<file path="config.mk">
export PLATFORM = sky130hd
export DESIGN_NAME = spi_dbuf_master
export DESIGN_NICKNAME = d
export VERILOG_FILES = /design/src/rtl/spi_dbuf_pkg.sv /design/src/rtl/spi_dbuf_clkdiv.sv /design/src/rtl/spi_dbuf_shifter.sv /design/src/rtl/spi_dbuf_master.sv
export SDC_FILE = /design/constraint.sdc
export NUM_CORES = 1
export LEC_CHECK = 0
export BUFFER_PORTS_ARGS = -buffer_cell sky130_fd_sc_hd__buf_2
export CAP_MARGIN = 20
export CORE_UTILIZATION = 35
export CTS_CLUSTER_SIZE = 8
export DETAILED_ROUTE_END_ITERATION = 6
export GPL_TIMING_DRIVEN = 0
export PLACE_DENSITY_LB_ADDON = 0.12
export SETUP_SLACK_MARGIN = 0.5
export SKIP_CTS_REPAIR_TIMING = 1
export SYNTH_ARGS = -nofsm -noshare
export SYNTH_HDL_FRONTEND = slang
export SYNTH_SLANG_ARGS = --single-unit
</file>
<file path="constraint.sdc">
create_clock -name clk -period 6.2 [get_ports clk]
set_clock_uncertainty 0.1 [all_clocks]
set_input_delay 0.62 -clock clk [delete_from_list [all_inputs] [get_ports clk]]
set_output_delay 0.62 -clock clk [all_outputs]
set_load 0.02 [all_outputs]
</file>
<file path="src/rtl/spi_dbuf_pkg.sv">
package spi_dbuf_pkg;

   // Clock and framing options held in the configuration register.
   typedef struct packed {
      logic cpol;       // SCK level between frames
      logic cpha;       // 1: sample on even edges
      logic lsb_first;  // 1: bit 0 travels first
   } spi_mode_t;

   localparam spi_mode_t MODE_RESET = '{cpol: 1'b0, cpha: 1'b0, lsb_first: 1'b0};

endpackage

</file>
<file path="src/rtl/spi_dbuf_clkdiv.sv">
// Half-period timer: pulses tick every 2^psc_sel clocks while run is high.
module spi_dbuf_clkdiv #(
   parameter int PSC_W = 3
) (
   input  logic             clk,
   input  logic             rst_n,
   input  logic             run,
   input  logic [PSC_W-1:0] psc_sel,
   output logic             tick
);

   localparam int CNT_W = (1 << PSC_W) - 1;

   generate
      if (PSC_W < 1 || PSC_W > 4) begin : g_bad_psc
         $error("spi_dbuf_clkdiv: PSC_W must lie in 1..4");
      end
   endgenerate

   logic [CNT_W:0] half_len;
   logic [CNT_W:0] cnt_q;

   assign half_len = {{CNT_W{1'b0}}, 1'b1} << psc_sel;
   assign tick     = run && (cnt_q == half_len - 1'b1);

   always_ff @(posedge clk or negedge rst_n) begin
      if (!rst_n)            cnt_q <= '0;
      else if (!run || tick) cnt_q <= '0;
      else                   cnt_q <= cnt_q + 1'b1;
   end

   // above divide-by-2, two ticks never come in adjacent cycles
   assert_tick_spacing_R3: assert property (@(posedge clk) disable iff (!rst_n)
      (tick && psc_sel != '0) |=> !tick);

endmodule

</file>
<file path="src/rtl/spi_dbuf_shifter.sv">
// Shift engine: owns SCK, MOSI and the receive shift register for one frame.
module spi_dbuf_shifter
   import spi_dbuf_pkg::*;
#(
   parameter int WORD_W = 8
) (
   input  logic              clk,
   input  logic              rst_n,
   input  logic              en,
   input  spi_mode_t         mode,
   input  logic              load,
   input  logic [WORD_W-1:0] load_word,
   input  logic              tick,
   input  logic              miso,
   output logic              sck,
   output logic              mosi,
   output logic              busy,
   output logic              last_tick,
   output logic [WORD_W-1:0] rx_word
);

   localparam int EDGES  = 2 * WORD_W;
   localparam int EDGE_W = $clog2(EDGES);
   localparam logic [EDGE_W-1:0] LAST_EDGE = EDGE_W'(EDGES - 1);

   generate
      if (WORD_W < 2) begin : g_bad_word
         $error("spi_dbuf_shifter: WORD_W must be at least 2");
      end
   endgenerate

   logic [EDGE_W-1:0] edge_q;
   logic [WORD_W-1:0] tx_sh, rx_sh, rx_shifted, tx_shifted;
   logic              sample_edge, drive_edge;

   // Edge index is even on leading edges, odd on trailing edges.
   assign sample_edge = mode.cpha ? edge_q[0] : ~edge_q[0];
   assign drive_edge  = ~sample_edge && !(mode.cpha && edge_q == '0);
   assign last_tick   = busy && tick && (edge_q == LAST_EDGE);

   assign rx_shifted = mode.lsb_first ? {miso, rx_sh[WORD_W-1:1]}
                                      : {rx_sh[WORD_W-2:0], miso};
   assign tx_shifted = mode.lsb_first ? {1'b0, tx_sh[WORD_W-1:1]}
                                      : {tx_sh[WORD_W-2:0], 1'b0};
   assign rx_word    = (tick && sample_edge) ? rx_shifted : rx_sh;
   assign mosi       = mode.lsb_first ? tx_sh[0] : tx_sh[WORD_W-1];

   always_ff @(posedge clk or negedge rst_n) begin
      if (!rst_n) begin
         busy   <= 1'b0;
         sck    <= 1'b0;
         edge_q <= '0;
         tx_sh  <= '0;
         rx_sh  <= '0;
      end else if (!en) begin
         busy <= 1'b0;
         sck  <= mode.cpol;
      end else if (load) begin
         busy   <= 1'b1;
         sck    <= mode.cpol;
         edge_q <= '0;
         tx_sh  <= load_word;
      end else if (busy && tick) begin
         sck    <= ~sck;
         edge_q <= edge_q + 1'b1;
         if (sample_edge) rx_sh <= rx_shifted;
         if (drive_edge)  tx_sh <= tx_shifted;
         if (edge_q == LAST_EDGE) busy <= 1'b0;
      end else if (!busy) begin
         sck <= mode.cpol;
      end
   end

   // with no frame running and polarity settled, SCK sits at idle level
   assert_idle_level_R2: assert property (@(posedge clk) disable iff (!rst_n)
      (!busy && !$past(busy) && $stable(mode.cpol)) |-> (sck == mode.cpol));

   // SCK is back at idle level when a frame ends without reload
   assert_end_idle_R8: assert property (@(posedge clk) disable iff (!rst_n)
      $fell(busy) |-> (sck == mode.cpol));

endmodule

</file>
<file path="src/rtl/spi_dbuf_master.sv">
// Double-buffered SPI master: holding register, shift engine, receive register.
module spi_dbuf_master
   import spi_dbuf_pkg::*;
#(
   parameter int WORD_W = 8,
   parameter int PSC_W  = 3
) (
   input  logic              clk,
   input  logic              rst_n,
   input  logic              en,
   input  logic              cfg_we,
   input  logic              cfg_cpol,
   input  logic              cfg_cpha,
   input  logic              cfg_lsb_first,
   input  logic [PSC_W-1:0]  cfg_psc,
   input  logic              tx_we,
   input  logic [WORD_W-1:0] tx_data,
   input  logic              rx_re,
   output logic [WORD_W-1:0] rx_data,
   input  logic              cs_sel,
   output logic              cs_n,
   output logic              sck,
   output logic              mosi,
   input  logic              miso,
   output logic              tx_empty,
   output logic              rx_full,
   output logic              busy
);

   generate
      if (WORD_W < 2 || WORD_W > 32) begin : g_bad_word
         $error("spi_dbuf_master: WORD_W must lie in 2..32");
      end
      if (PSC_W < 1 || PSC_W > 4) begin : g_bad_psc
         $error("spi_dbuf_master: PSC_W must lie in 1..4");
      end
   endgenerate

   spi_mode_t         mode_q;
   logic [PSC_W-1:0]  psc_q;
   logic [WORD_W-1:0] hold_q;
   logic [WORD_W-1:0] rx_word;
   logic              tick, last_tick, load, done;

   assign load = en && !tx_empty && (!busy || last_tick);
   assign done = en && last_tick;

   // Configuration: locked while enabled.
   always_ff @(posedge clk or negedge rst_n) begin
      if (!rst_n) begin
         mode_q <= MODE_RESET;
         psc_q  <= '0;
      end else if (cfg_we && !en) begin
         mode_q <= '{cpol: cfg_cpol, cpha: cfg_cpha, lsb_first: cfg_lsb_first};
         psc_q  <= cfg_psc;
      end
   end

   // Holding register; a host write takes priority over the load that empties it.
   always_ff @(posedge clk or negedge rst_n) begin
      if (!rst_n) begin
         hold_q   <= '0;
         tx_empty <= 1'b1;
      end else if (tx_we) begin
         hold_q   <= tx_data;
         tx_empty <= 1'b0;
      end else if (load) begin
         tx_empty <= 1'b1;
      end
   end

   // Receive register; a completing frame takes priority over a read.
   always_ff @(posedge clk or negedge rst_n) begin
      if (!rst_n) begin
         rx_data <= '0;
         rx_full <= 1'b0;
      end else if (done) begin
         rx_data <= rx_word;
         rx_full <= 1'b1;
      end else if (rx_re) begin
         rx_full <= 1'b0;
      end
   end

   always_ff @(posedge clk or negedge rst_n) begin
      if (!rst_n) cs_n <= 1'b1;
      else        cs_n <= ~cs_sel;
   end

   spi_dbuf_clkdiv #(.PSC_W(PSC_W)) i_clkdiv (
      .clk     (clk),
      .rst_n   (rst_n),
      .run     (busy),
      .psc_sel (psc_q),
      .tick    (tick)
   );

   spi_dbuf_shifter #(.WORD_W(WORD_W)) i_shifter (
      .clk       (clk),
      .rst_n     (rst_n),
      .en        (en),
      .mode      (mode_q),
      .load      (load),
      .load_word (hold_q),
      .tick      (tick),
      .miso      (miso),
      .sck       (sck),
      .mosi      (mosi),
      .busy      (busy),
      .last_tick (last_tick),
      .rx_word   (rx_word)
   );

   // a frame starts with the holding register already marked empty
   assert_empty_on_load_R7: assert property (@(posedge clk) disable iff (!rst_n)
      ($rose(busy) && !$past(tx_we)) |-> tx_empty);

   // a frame that ends while enabled leaves a word to read
   assert_done_has_word_R8: assert property (@(posedge clk) disable iff (!rst_n)
      ($fell(busy) && $past(en)) |-> rx_full);

   // a queued word keeps the engine busy across the frame boundary
   assert_no_gap_R9: assert property (@(posedge clk) disable iff (!rst_n)
      (en && last_tick && !tx_empty && !tx_we) |=> busy);

   // configuration cannot move while the engine was enabled
   assert_cfg_locked_R11: assert property (@(posedge clk) disable iff (!rst_n)
      $past(en) |-> ($stable(mode_q) && $stable(psc_q)));

   // chip select follows the software bit one cycle later
   assert_cs_follow_R12: assert property (@(posedge clk) disable iff (!rst_n)
      $past(rst_n) |-> (cs_n == !$past(cs_sel)));

endmodule

</file>
==> metrics.md, run 1 <==
| Metric | Value |
|---|---|
| Die height | `92.8 um` |
| GRT Util Overall | `0.153` |
| Die X | `about 93 um` |
| H-tree levels | `2` |
| Worst Max-Slew Pin Slew | `0.651 ns` |
| Synth warnings | `0` |
| Antenna viol nets, final | `0` |
| Root Buffer | `clkbuf_8` |
| Slew margin rel. | `0.566` |
| Post-synth EDFFs | `0` |
| Antenna violations before repair | `0` |
| RSZ-0062 raised after global routing | `no` |
| Xor and xnor fraction of the mapped netlist area | `0.0212` |
| Final-stage net count | `340` |
| Switching share of power | `0.305` |
| Cell count after synthesis | `273` |
| Final WL | `around 6000 um` |
| Ys async rst share | `1.00` |
| Internal power | `between 0.0005 and 0.0006 W` |
| Sequential share of power | `0.535` |
| Clock power frac | `0.257` |
| Initial Utilization | `0.368` |
| Main area contributors after synthesis | `dfrtp_1 (46%), mux2_2 (12%), mux2i_1 (4.5%)` |
| Predominant post-synthesis flop cell | `dfrtp_1` |
| First-pass GRT wire length | `10400 um` |
| Routed vias/inst | `5.24` |
| Final core utilization | `0.419` |
| Crit path from | `i_clkdiv.cnt_q[1]` |
| VDD IR-drop max | `93.4 uV` |
| Total leakage power | `1.51 nW` |
| Largest net degree at the start of global routing | `30` |
| Post-synthesis sequential area ratio | `0.477` |
| Tmin final | `2.84 ns` |
| Synthesis-to-layout area growth | `14.0%` |
| Number of global-route vias before repair | `between 2000 and 2500` |
| Gpl congestion | `0.802` |
| Syn_nets | `298` |
| N_diodes | `0` |
| Comb pwr share | `0.208` |
| Synth cell types | `46` |
| DRC violations left | `0` |
| Max Freq | `0.352 GHz` |
| Tcrit/Tclk final | `0.458` |
| CTS Buf Count | `5` |
| Worst r2r src | `i_clkdiv.cnt_q[1]` |
| Final global-route overflow total | `0` |
| Post-DP HPWL | `about 4400 um` |
| Site row count | `32` |
| Final setup violation count | `0` |
| Startpoint Class | `flip-flop` |
| Complex-gate fraction of the synthesized area | `0.142` |
| Worst skew pair latency | `0.32 ns` |
| Final Cell Area | `3290 um^2` |
| Syn_area_per_cell | `about 11 um^2` |
| Total die area | `about 8600 um^2` |
| Placed instance area | `approximately 3200 um^2` |
| Arrival @ worst endpoint | `roughly 3 ns` |
| Fill cell count | `824` |
| Design Power | `0.000784 W` |
| Simple-gate share of the synthesized area | `0.147` |
| CTS tree | `done` |
| Clock sinks | `55` |
| Hold WC Path Type | `primary input to asynchronous set/reset pin` |
| Crit-path max FO | `8` |
| Power per cell area | `238 nW/um^2` |
| Max Cap Viol | `0` |
| # IOs | `36` |
| Reg clk slew, reported paths | `around 0.11 ns` |
| Yosys reg bits | `between 50 and 60` |
| Crit path kind | `flip-flop to flip-flop` |
| Share of Yosys cell area claimed by the top area cell type | `0.459` |
| Area leader, netlist | `dfrtp_1` |
| Hold Fails Final Rpt | `0` |
| Slew Limit Fails | `0` |
| Largest family of logic cells by synthesized area | `multiplexers` |
| CP required | `6.31 ns` |
| Drt pass-1 iters | `4` |
| Layout cell share with drive strength beyond 1 | `0.263` |
| Status | `finished clean` |
| Mapped Area | `2890 um^2` |
| Critical Path Sink Type | `flip-flop` |
| Mux contribution to synthesized area | `0.162` |
| Setup TNS | `0 ns` |
| Detailed Route Iter0 Violations | `53` |
| Routed len/inst | `around 14 um` |
| Adder-cell area share of the yosys netlist | `0.0130` |
| R2R setup slack | `3.36 ns` |
| Core area | `7850 um^2` |
| Clk buf depth | `2` |
| Via count | `roughly 2200` |
| Psw | `~0.00024 W` |
| I/O Buffers | `34` |
final cells by class:
cell class	instances	area [um^2]	area share
Clock buffer	6	72.6	0.0220
Sequential cell	55	1380	0.419
Inverter	11	41.3	0.0125
Timing Repair Buffer	35	190	0.0578
Tap cell	102	128	0.0388
Buffer	17	67.6	0.0205
Clock inverter	2	13.8	0.00418
Multi-Input combinational cell	190	1400	0.425
power groups by stage:
stage | logic [W] | clock network [W] | registers [W]
global route | 0.000184 | 0.000225 | 0.000424
detailed placement | 0.000165 | 0 | 0.000426
finish | 0.000163 | 0.000201 | 0.000419
global placement | 0.000162 | 0 | 0.000426
floorplan | 0.000120 | 0 | 0.000421
CTS | 0.000165 | 0.000211 | 0.000419
per-layer routing:
| metal | GRT usage | routed length [um] |
|---|---|---|
| met1 | 0.215 | 3110 |
| met2 | 0.238 | 2690 |
| met3 | 0.0279 | 174 |
| met4 | 0.0474 | 87 |
| met5 | 0 | 0 |
cells in the final DEF (no fill, tap or decap), types with 3 or more instances in the layout:
| master | Yosys | layout |
|---|---|---|
| dfrtp_1 | 53 | 53 |
| buf_2 | 3 | 37 |
| mux2_2 | 30 | 30 |
| nand2_1 | 23 | 23 |
| clkbuf_1 | 14 | 15 |
| nand3_1 | 15 | 15 |
| mux2i_1 | 13 | 13 |
| inv_1 | 11 | 11 |
| nor2_1 | 11 | 11 |
| o21ai_0 | 11 | 11 |
| a21oi_1 | 10 | 10 |
| a31oi_1 | 9 | 9 |
| and3_1 | 6 | 6 |
| o31ai_1 | 6 | 6 |
| clkbuf_8 | 0 | 5 |
| xor2_1 | 4 | 4 |
| nand4_1 | 4 | 4 |
| nor3_1 | 4 | 4 |
| xnor2_1 | 3 | 3 |
| nor2b_1 | 3 | 3 |
| nand2b_1 | 3 | 3 |
| a31o_2 | 3 | 3 |
| ha_1 | 3 | 3 |
state kept, by name (all words and copies together) (netlist names):
signal,cells
i_shifter.rx_sh,8
i_shifter.tx_sh,8
rx_data,8
i_clkdiv.cnt_q,8
rx_full,1
hold_q,8
i_shifter.busy,1
mode_q,3
cs_n,1
i_shifter.edge_q,4
tx_empty,1
psc_q,3
i_shifter.sck,1
critical path: stages, from the launching register on:
cell and delay (ns):
dfrtp_1 0.48, inv_1 0.08, a2111o_1 0.45, a211oi_4 0.41, nand3_4 0.19, nor4b_4 0.62, mux2_2 0.40
cells by family (layout without fill, tap and decap cells):
kind of cell / count (synthesis) / in the layout
XOR/XNOR: 7 / 7
adder cells (fa/ha/maj): 3 / 3
AO/OA/AOI/OAI: 58 / 58
multiplexers: 43 / 43
flip-flops: 55 / 55
AND/OR/NAND/NOR: 79 / 79
buffers and inverters: 28 / 71
Yosys cell counts (all sizes together), types with 2 or more instances:
master and count:
dfrtp 53, mux2 30, nand2 23, nand3 16
clkbuf 14, mux2i 13, o21ai 12, inv 11
nor2 11, a21oi 10, a31oi 9, and3 6
o31ai 6, nand4 4, nor3 4, xor2 4
a31o 3, buf 3, ha 3, nand2b 3
nor2b 3, nor4b 3, xnor2 3, a211oi 2
a41o 2, a41oi 2, and2 2, dfstp 2
o211ai 2, or3 2
through the flow:
| stage | setup WS (ns) | hold slack, ns | instances |
|---|---|---|---|
| 6_report | 3.36 | 0.216 | 418 |
| 5_1_grt | 3.12 | 0.259 | 418 |
| 4_1_cts | 3.32 | 0.237 | 418 |
| 3_5_place_dp | 3.35 | 0.367 | 410 |
| 3_3_place_gp | 3.37 | 0.359 | 409 |
| 2_1_floorplan | 3.70 | 0.224 | 273 |
final timing paths:
kind,cells after the start,end
max in group asynchronous,2,cs_n
worst min-delay path,1,i_clkdiv.cnt_q[2]
worst max register to register,6,i_shifter.rx_sh[1]
min in group clk,2,cs_n
worst min register to register,2,rx_data[4]
worst max-delay path,6,i_shifter.rx_sh[1]
(Power assumes the default switching activity.)
==> run 2, diff against run 1 <==
- clock period: 6.2 -> 2.58 ns (I/O delays scaled with it)
==> metrics.md, run 2 (synthesis results as in run 1) <==
| Metric | Value |
|---|---|
| Status | `finished clean (unchanged)` |
| Tcrit/Tclk final | `0.971 (was 0.458)` |
| Final core utilization | `0.450 (was 0.419)` |
| Final WL | `6520 um (was 6060 um)` |
| Worst skew pair latency | `0.30 ns (was 0.32 ns)` |
| RSZ-0062 raised after global routing | `yes (was no)` |
| Commonest non-fill, non-tap cell in the layout | `dfrtp_1 (unchanged)` |
| Worst Max-Slew Pin Slew | `0.566 ns (was 0.651 ns)` |
| Drt pass-1 iters | `4 (unchanged)` |
| CP required | `2.67 ns (was 6.31 ns)` |
| Design Power | `0.00197 W (was 0.000784 W)` |
| Antenna viol nets, final | `0 (unchanged)` |
| First-pass GRT wire length | `10600 um (was 10400 um)` |
| CP peak stage delay | `0.45 ns (was 0.62 ns)` |
| CP max stage cell | `a2111o_1 (was nor4b_4)` |
| Detailed Route Iter0 Violations | `58 (was 53)` |
| H-tree levels | `2 (unchanged)` |
| Commonest non-fill, non-tap cells in the layout | `dfrtp_1 (52), buf_2 (35), nand2_1 (22), mux2_2 (22), nand3_1 (14) (was dfrtp_1 (53), buf_2 (37), mux2_2 (30))` |
| Crit path kind | `flip-flop to flip-flop (unchanged)` |
| CTS Buf Count | `5 (unchanged)` |
| CTS tree | `done (unchanged)` |
| Routed vias/inst | `5.23 (was 5.24)` |
| # IOs | `36 (unchanged)` |
| Power per cell area | `559 nW/um^2 (was 238 nW/um^2)` |
| Hold WC Path Type | `primary input to flip-flop (was primary input to asynchronous set/reset pin)` |
| Tmin final | `2.51 ns (was 2.84 ns)` |
| Sequential cell area | `1380 um^2 (about the same)` |
| Slew margin rel. | `0.622 (was 0.566)` |
| Gpl congestion | `0.805 (was 0.802)` |
| Post-DP HPWL | `4490 um (was 4370 um)` |
| Critical path buffers and inverters | `3 (was 1)` |
| Most frequent CP cell | `buf_6` |
| Startpoint Class | `flip-flop (unchanged)` |
| Core area | `7850 um^2 (unchanged)` |
| Final global-route overflow total | `0 (unchanged)` |
| VDD IR-drop max | `233 uV (was 93.4 uV)` |
| Synthesis-to-layout area growth | `22.4% (was 14.0%)` |
| Fill cell count | `798 (was 824)` |
| Slew Limit Fails | `0 (unchanged)` |
| Max Freq | `0.399 GHz (was 0.352 GHz)` |
| CP Cell Sequence | `buf_6 -> a2111o_1 -> a211oi_4 -> buf_6 -> nand3_4 -> nor4b_4 -> buf_6 -> mux2_4 (was inv_1 -> a2111o_1 -> a211oi_4 -> nand3_4 -> nor4b_4 -> mux2_2)` |
| Max Cap Viol | `0 (unchanged)` |
| Final-stage net count | `353 (was 340)` |
| Delay-heaviest family, CP | `compound AO/OA/AOI/OAI gates (unchanged)` |
| Initial Utilization | `0.368 (unchanged)` |
| Largest net degree at the start of global routing | `35 (was 30)` |
| Number of global-route vias before repair | `2141 (was 2084)` |
| Die height | `92.8 um (unchanged)` |
| Arrival @ worst endpoint | `2.60 ns (was 2.95 ns)` |
| Multi-input logic area | `1470 um^2 (was 1400 um^2)` |
| Routed len/inst | `15.1 um (was 14.5 um)` |
| DRC violations left | `0 (unchanged)` |
| Layout cell share with drive strength beyond 1 | `0.325 (was 0.263)` |
| Worst Hold Slack | `0.0224 ns (was 0.216 ns)` |
| Total leakage power | `1.60 nW (was 1.51 nW)` |
| Final setup violation count | `0 (unchanged)` |
| Hold Fails Final Rpt | `0 (unchanged)` |
| Root Buffer | `clkbuf_8 (unchanged)` |
| Clock sinks | `55 (unchanged)` |
| Reg clk slew, reported paths | `0.10 ns (was 0.11 ns)` |
| Die X | `92.8 um (unchanged)` |
| I/O Buffers | `34 (unchanged)` |
| Antenna violations before repair | `0 (unchanged)` |
| Crit-path max FO | `9 (was 8)` |
| N_diodes | `0 (unchanged)` |
| GRT Util Overall | `0.155 (was 0.153)` |
| Site row count | `32 (unchanged)` |
| Clk buf depth | `2 (unchanged)` |
| Total die area | `8620 um^2 (unchanged)` |
| Via count | `2252 (was 2189)` |
| Critical Path Sink Type | `flip-flop (unchanged)` |
## run 2: cell count changes in the layout (fill, tap and decap cells not counted), sizes merged
| cell | previous run | this run |
|---|---|---|
| clkbuf | 20 | 19 |
| clkinv | 2 | 0 |
| dlygate4sd3 | 0 | 2 |
| buf | 38 | 52 |
## run 2: where the power goes
part	leakage, nW	total [W]	switching (W)	internal [W]
registers	0.706	0.00101	0.0000664	0.000943
logic	0.844	0.000446	0.000234	0.000212
clock network	0.0515	0.000520	0.000274	0.000246
## run 2: worst reg2reg max path, delay by kind of cell (launching register included)
kind | cells | cell delay [ns]
compound gates | 2 | 0.71
buf+inv | 3 | 0.50
flops | 1 | 0.39
mux | 1 | 0.32
simple gates | 2 | 0.39
## run 2: area by class of cell
type	instances	area share
Buffer	17	0.0297
Inverter	11	0.0117
Sequential cell	55	0.390
Timing Repair Buffer	48	0.0871
Tap cell	102	0.0361
Multi-Input combinational cell	190	0.417
Clock buffer	8	0.0283
## run 2: stage by stage
| stage | instances | setup TNS (ns) | setup WS (ns) | instance area (um^2) |
|---|---|---|---|---|
| floorplan | 273 | 0 | 0.149 | 2900 |
| global placement | 409 | -1.49 | -0.188 | 3200 |
| detailed placement | 410 | -1.67 | -0.217 | 3220 |
| CTS | 418 | -1.75 | -0.226 | 3320 |
| global route | 431 | 0 | 0.00375 | 3530 |
| finish | 431 | 0 | 0.0749 | 3530 |
## run 2: per-layer routing
layer,wire [um],part of all wire,GRT usage
met5,0,0,0
met4,52,0.0080,0.0385
met3,210,0.032,0.0287
met2,3070,0.47,0.245
met1,3190,0.49,0.217
## run 2: path summary, 6_finish.rpt
check | startpoint | to | slack [ns] | cells past startpoint
max | psc_q[1] | i_shifter.rx_sh[3] | 0.07 | 8
min | rx_re | rx_full | 0.02 | 2
max reg2reg | psc_q[1] | i_shifter.rx_sh[3] | 0.07 | 8
min reg2reg | rx_data[2] | rx_data[2] | 0.38 | 2
max in group asynchronous | rst_n | cs_n | 1.41 | 3
min in group asynchronous | rst_n | i_clkdiv.cnt_q[2] | 0.35 | 2
==> run 3, diff against run 2 <==
- clock period: 2.58 -> 2.1 ns (I/O delays scaled with it)
==> metrics.md, run 3 (synthesis results as in run 1) <==
| Metric | Value |
|---|---|
| Status | `finished, violations left (was finished clean)` |
| Failing checks | `setup timing` |
| Largest net degree at the start of global routing | `32 (was 35)` |
| Worst r2r src | `psc_q[1] (unchanged)` |
| Comb pwr share | `0.234 (was 0.226)` |
| Startpoint Class | `flip-flop (unchanged)` |
| Sequential share of power | `0.506 (was 0.511)` |
| I/O Buffers | `34 (unchanged)` |
| Commonest non-fill, non-tap cells in the layout | `dfrtp_1 (51), buf_2 (34), mux2_2 (27) (was dfrtp_1 (52), buf_2 (35), nand2_1 (22), mux2_2 (22), nand3_1 (14))` |
| Internal power | `0.00167 W (was 0.00140 W)` |
| Initial Utilization | `0.368 (unchanged)` |
| Max Freq | `0.402 GHz (was 0.399 GHz)` |
| Tmin final | `2.49 ns (was 2.51 ns)` |
| Commonest non-fill, non-tap cell in the layout | `dfrtp_1 (unchanged)` |
| GRT Util Overall | `0.162 (was 0.155)` |
| Switching share of power | `0.319 (was 0.291)` |
| Antenna viol nets, final | `0 (unchanged)` |
| Power per cell area | `679 nW/um^2 (was 559 nW/um^2)` |
| Final core utilization | `0.461 (was 0.450)` |
| Detailed Route Iter0 Violations | `109 (was 58)` |
| Hold WC Path Type | `primary input to flip-flop (unchanged)` |
| N_diodes | `0 (unchanged)` |
| Total leakage power | `1.63 nW (was 1.60 nW)` |
| Die X | `92.8 um (unchanged)` |
| Clock power frac | `0.260 (was 0.263)` |
| Worst R2R Path Depth | `7 (was 8)` |
| Hold Fails Final Rpt | `0 (unchanged)` |
| Worst Max-Slew Pin Slew | `0.581 ns (was 0.566 ns)` |
| Root Buffer | `clkbuf_8 (unchanged)` |
| Critical Path Sink Type | `flip-flop (unchanged)` |
| Crit path kind | `flip-flop to flip-flop (unchanged)` |
| Post-DP HPWL | `4560 um (was 4490 um)` |
| VDD IR-drop max | `237 uV (was 233 uV)` |
| Reg clk slew, reported paths | `0.12 ns (was 0.10 ns)` |
| CP required | `2.23 ns (was 2.67 ns)` |
| DRC violations left | `0 (unchanged)` |
| Routed vias/inst | `5.27 (was 5.23)` |
| Clk buf depth | `2 (unchanged)` |
| Routed len/inst | `15.5 um (was 15.1 um)` |
| R2R setup slack | `-0.39 ns (was 0.07 ns)` |
| Setup TNS | `-8.63 ns (was 0 ns)` |
| Core area | `7850 um^2 (unchanged)` |
| Reg-to-reg endpoint | `i_shifter.rx_sh[1] (was i_shifter.rx_sh[3])` |
| DR top layer | `met4 (unchanged)` |
| Tcrit/Tclk final | `1.18 (was 0.971)` |
| Synthesis-to-layout area growth | `25.2% (was 22.4%)` |
| H-tree levels | `2 (unchanged)` |
| Worst Hold Slack | `0.00934 ns (was 0.0224 ns)` |
| Slew Limit Fails | `0 (unchanged)` |
| CTS tree | `done (unchanged)` |
| Hold Crit Endpoint | `hold_q[1] (was rx_full)` |
| CTS Buf Count | `5 (unchanged)` |
| Total die area | `8620 um^2 (unchanged)` |
| Final setup violation count | `39 (was 0)` |
| Met2 Wirelength | `3230 um (was 3070 um)` |
| Drt pass-1 iters | `4 (unchanged)` |
| Site row count | `32 (unchanged)` |
| First-pass GRT wire length | `11000 um (was 10600 um)` |
| Gpl congestion | `0.742 (was 0.805)` |
| Arrival @ worst endpoint | `2.61 ns (was 2.60 ns)` |
| Final WL | `6720 um (was 6520 um)` |
| Clock sinks | `55 (unchanged)` |
| Layout cell share with drive strength beyond 1 | `0.373 (was 0.325)` |
| Setup WS post-layout | `-0.386 ns (was 0.0749 ns)` |
| Met3 WL | `199 um (was 210 um)` |
| Pre-CTS setup slack | `-0.723 ns (was -0.217 ns)` |
| # IOs | `36 (unchanged)` |
| Number of global-route vias before repair | `2223 (was 2141)` |
| Fill cell count | `806 (was 798)` |
| Via count | `2287 (was 2252)` |
| Metal-1 WL | `3210 um (was 3190 um)` |
| Worst hold path depth | `2 (unchanged)` |
| Max Cap Viol | `0 (unchanged)` |
| Worst skew pair latency | `0.33 ns (was 0.30 ns)` |
| Slew margin rel. | `0.613 (was 0.622)` |
| Crit-path max FO | `8 (was 9)` |
| RSZ-0062 raised after global routing | `yes (unchanged)` |
| Hold Startpoint | `tx_data[1] (was rx_re)` |
| Psw | `0.000783 W (was 0.000575 W)` |
| Die height | `92.8 um (unchanged)` |
| Design Power | `0.00246 W (was 0.00197 W)` |
| Final global-route overflow total | `0 (unchanged)` |
| Final-stage net count | `356 (was 353)` |
| Antenna violations before repair | `0 (unchanged)` |
[run 3: cell count changes in the layout (fill, tap and decap cells not counted), sizes merged]
cell,change
clkinvlp,+1
buf,+1
inv,+2
dlygate4sd3,+2
clkbuf,-3
[run 3: layout make-up]
type / count / area, um^2 / area share
multi-input combinational: 190 / 1520 / 0.420
sequential: 55 / 1380 / 0.382
timing repair buffer: 51 / 342 / 0.0945
tap: 102 / 128 / 0.0353
buffer: 17 / 111 / 0.0308
clock buffer: 5 / 68.8 / 0.0190
inverter: 11 / 41.3 / 0.0114
clock inverter: 3 / 25.0 / 0.00692
[run 3: critical path: stages (launching register included)]
cell,delay [ns]
dfrtp_1,0.39
buf_6,0.14
a2111o_1,0.44
a211oi_4,0.36
nand3_4,0.15
nor4b_4,0.30
buf_6,0.18
mux2_2,0.34
[run 3: power groups by stage]
stage	registers, W	logic [W]	clock network (W)
final	0.00124	0.000574	0.000639
after global routing	0.00126	0.000635	0.000693
after CTS	0.00124	0.000502	0.000652
after detailed placement	0.00126	0.000500	0
after global placement	0.00126	0.000486	0
after floorplan	0.00124	0.000360	0
[run 3: per-stage QoR]
stage	std cells	cell area (um^2)
final	434	3610
after global routing	434	3610
after CTS	418	3340
after detailed placement	410	3240
after global placement	409	3220
after floorplan	273	2920
[run 3: how the worst max path moves through the flow]
| stage | start | endpoint | slack (ns) | depth (start not counted) |
|---|---|---|---|---|
| CTS | psc_q[2] | i_shifter.rx_sh[0] | -0.72 | 7 |
| global route | psc_q[1] | i_shifter.rx_sh[1] | -0.47 | 9 |
| detailed placement | psc_q[2] | i_shifter.rx_sh[5] | -0.72 | 7 |
| finish | psc_q[1] | i_shifter.rx_sh[1] | -0.39 | 7 |
| global placement | i_clkdiv.cnt_q[1] | i_shifter.rx_sh[6] | -0.66 | 6 |
| floorplan | i_clkdiv.cnt_q[1] | i_shifter.rx_sh[0] | -0.33 | 6 |
[run 3: layer usage]
metal  up-vias  track usage
met5         -            0
met2        37        0.262
met1      1134        0.220
met4         0       0.0462
li1       1108            -
met3         8       0.0304
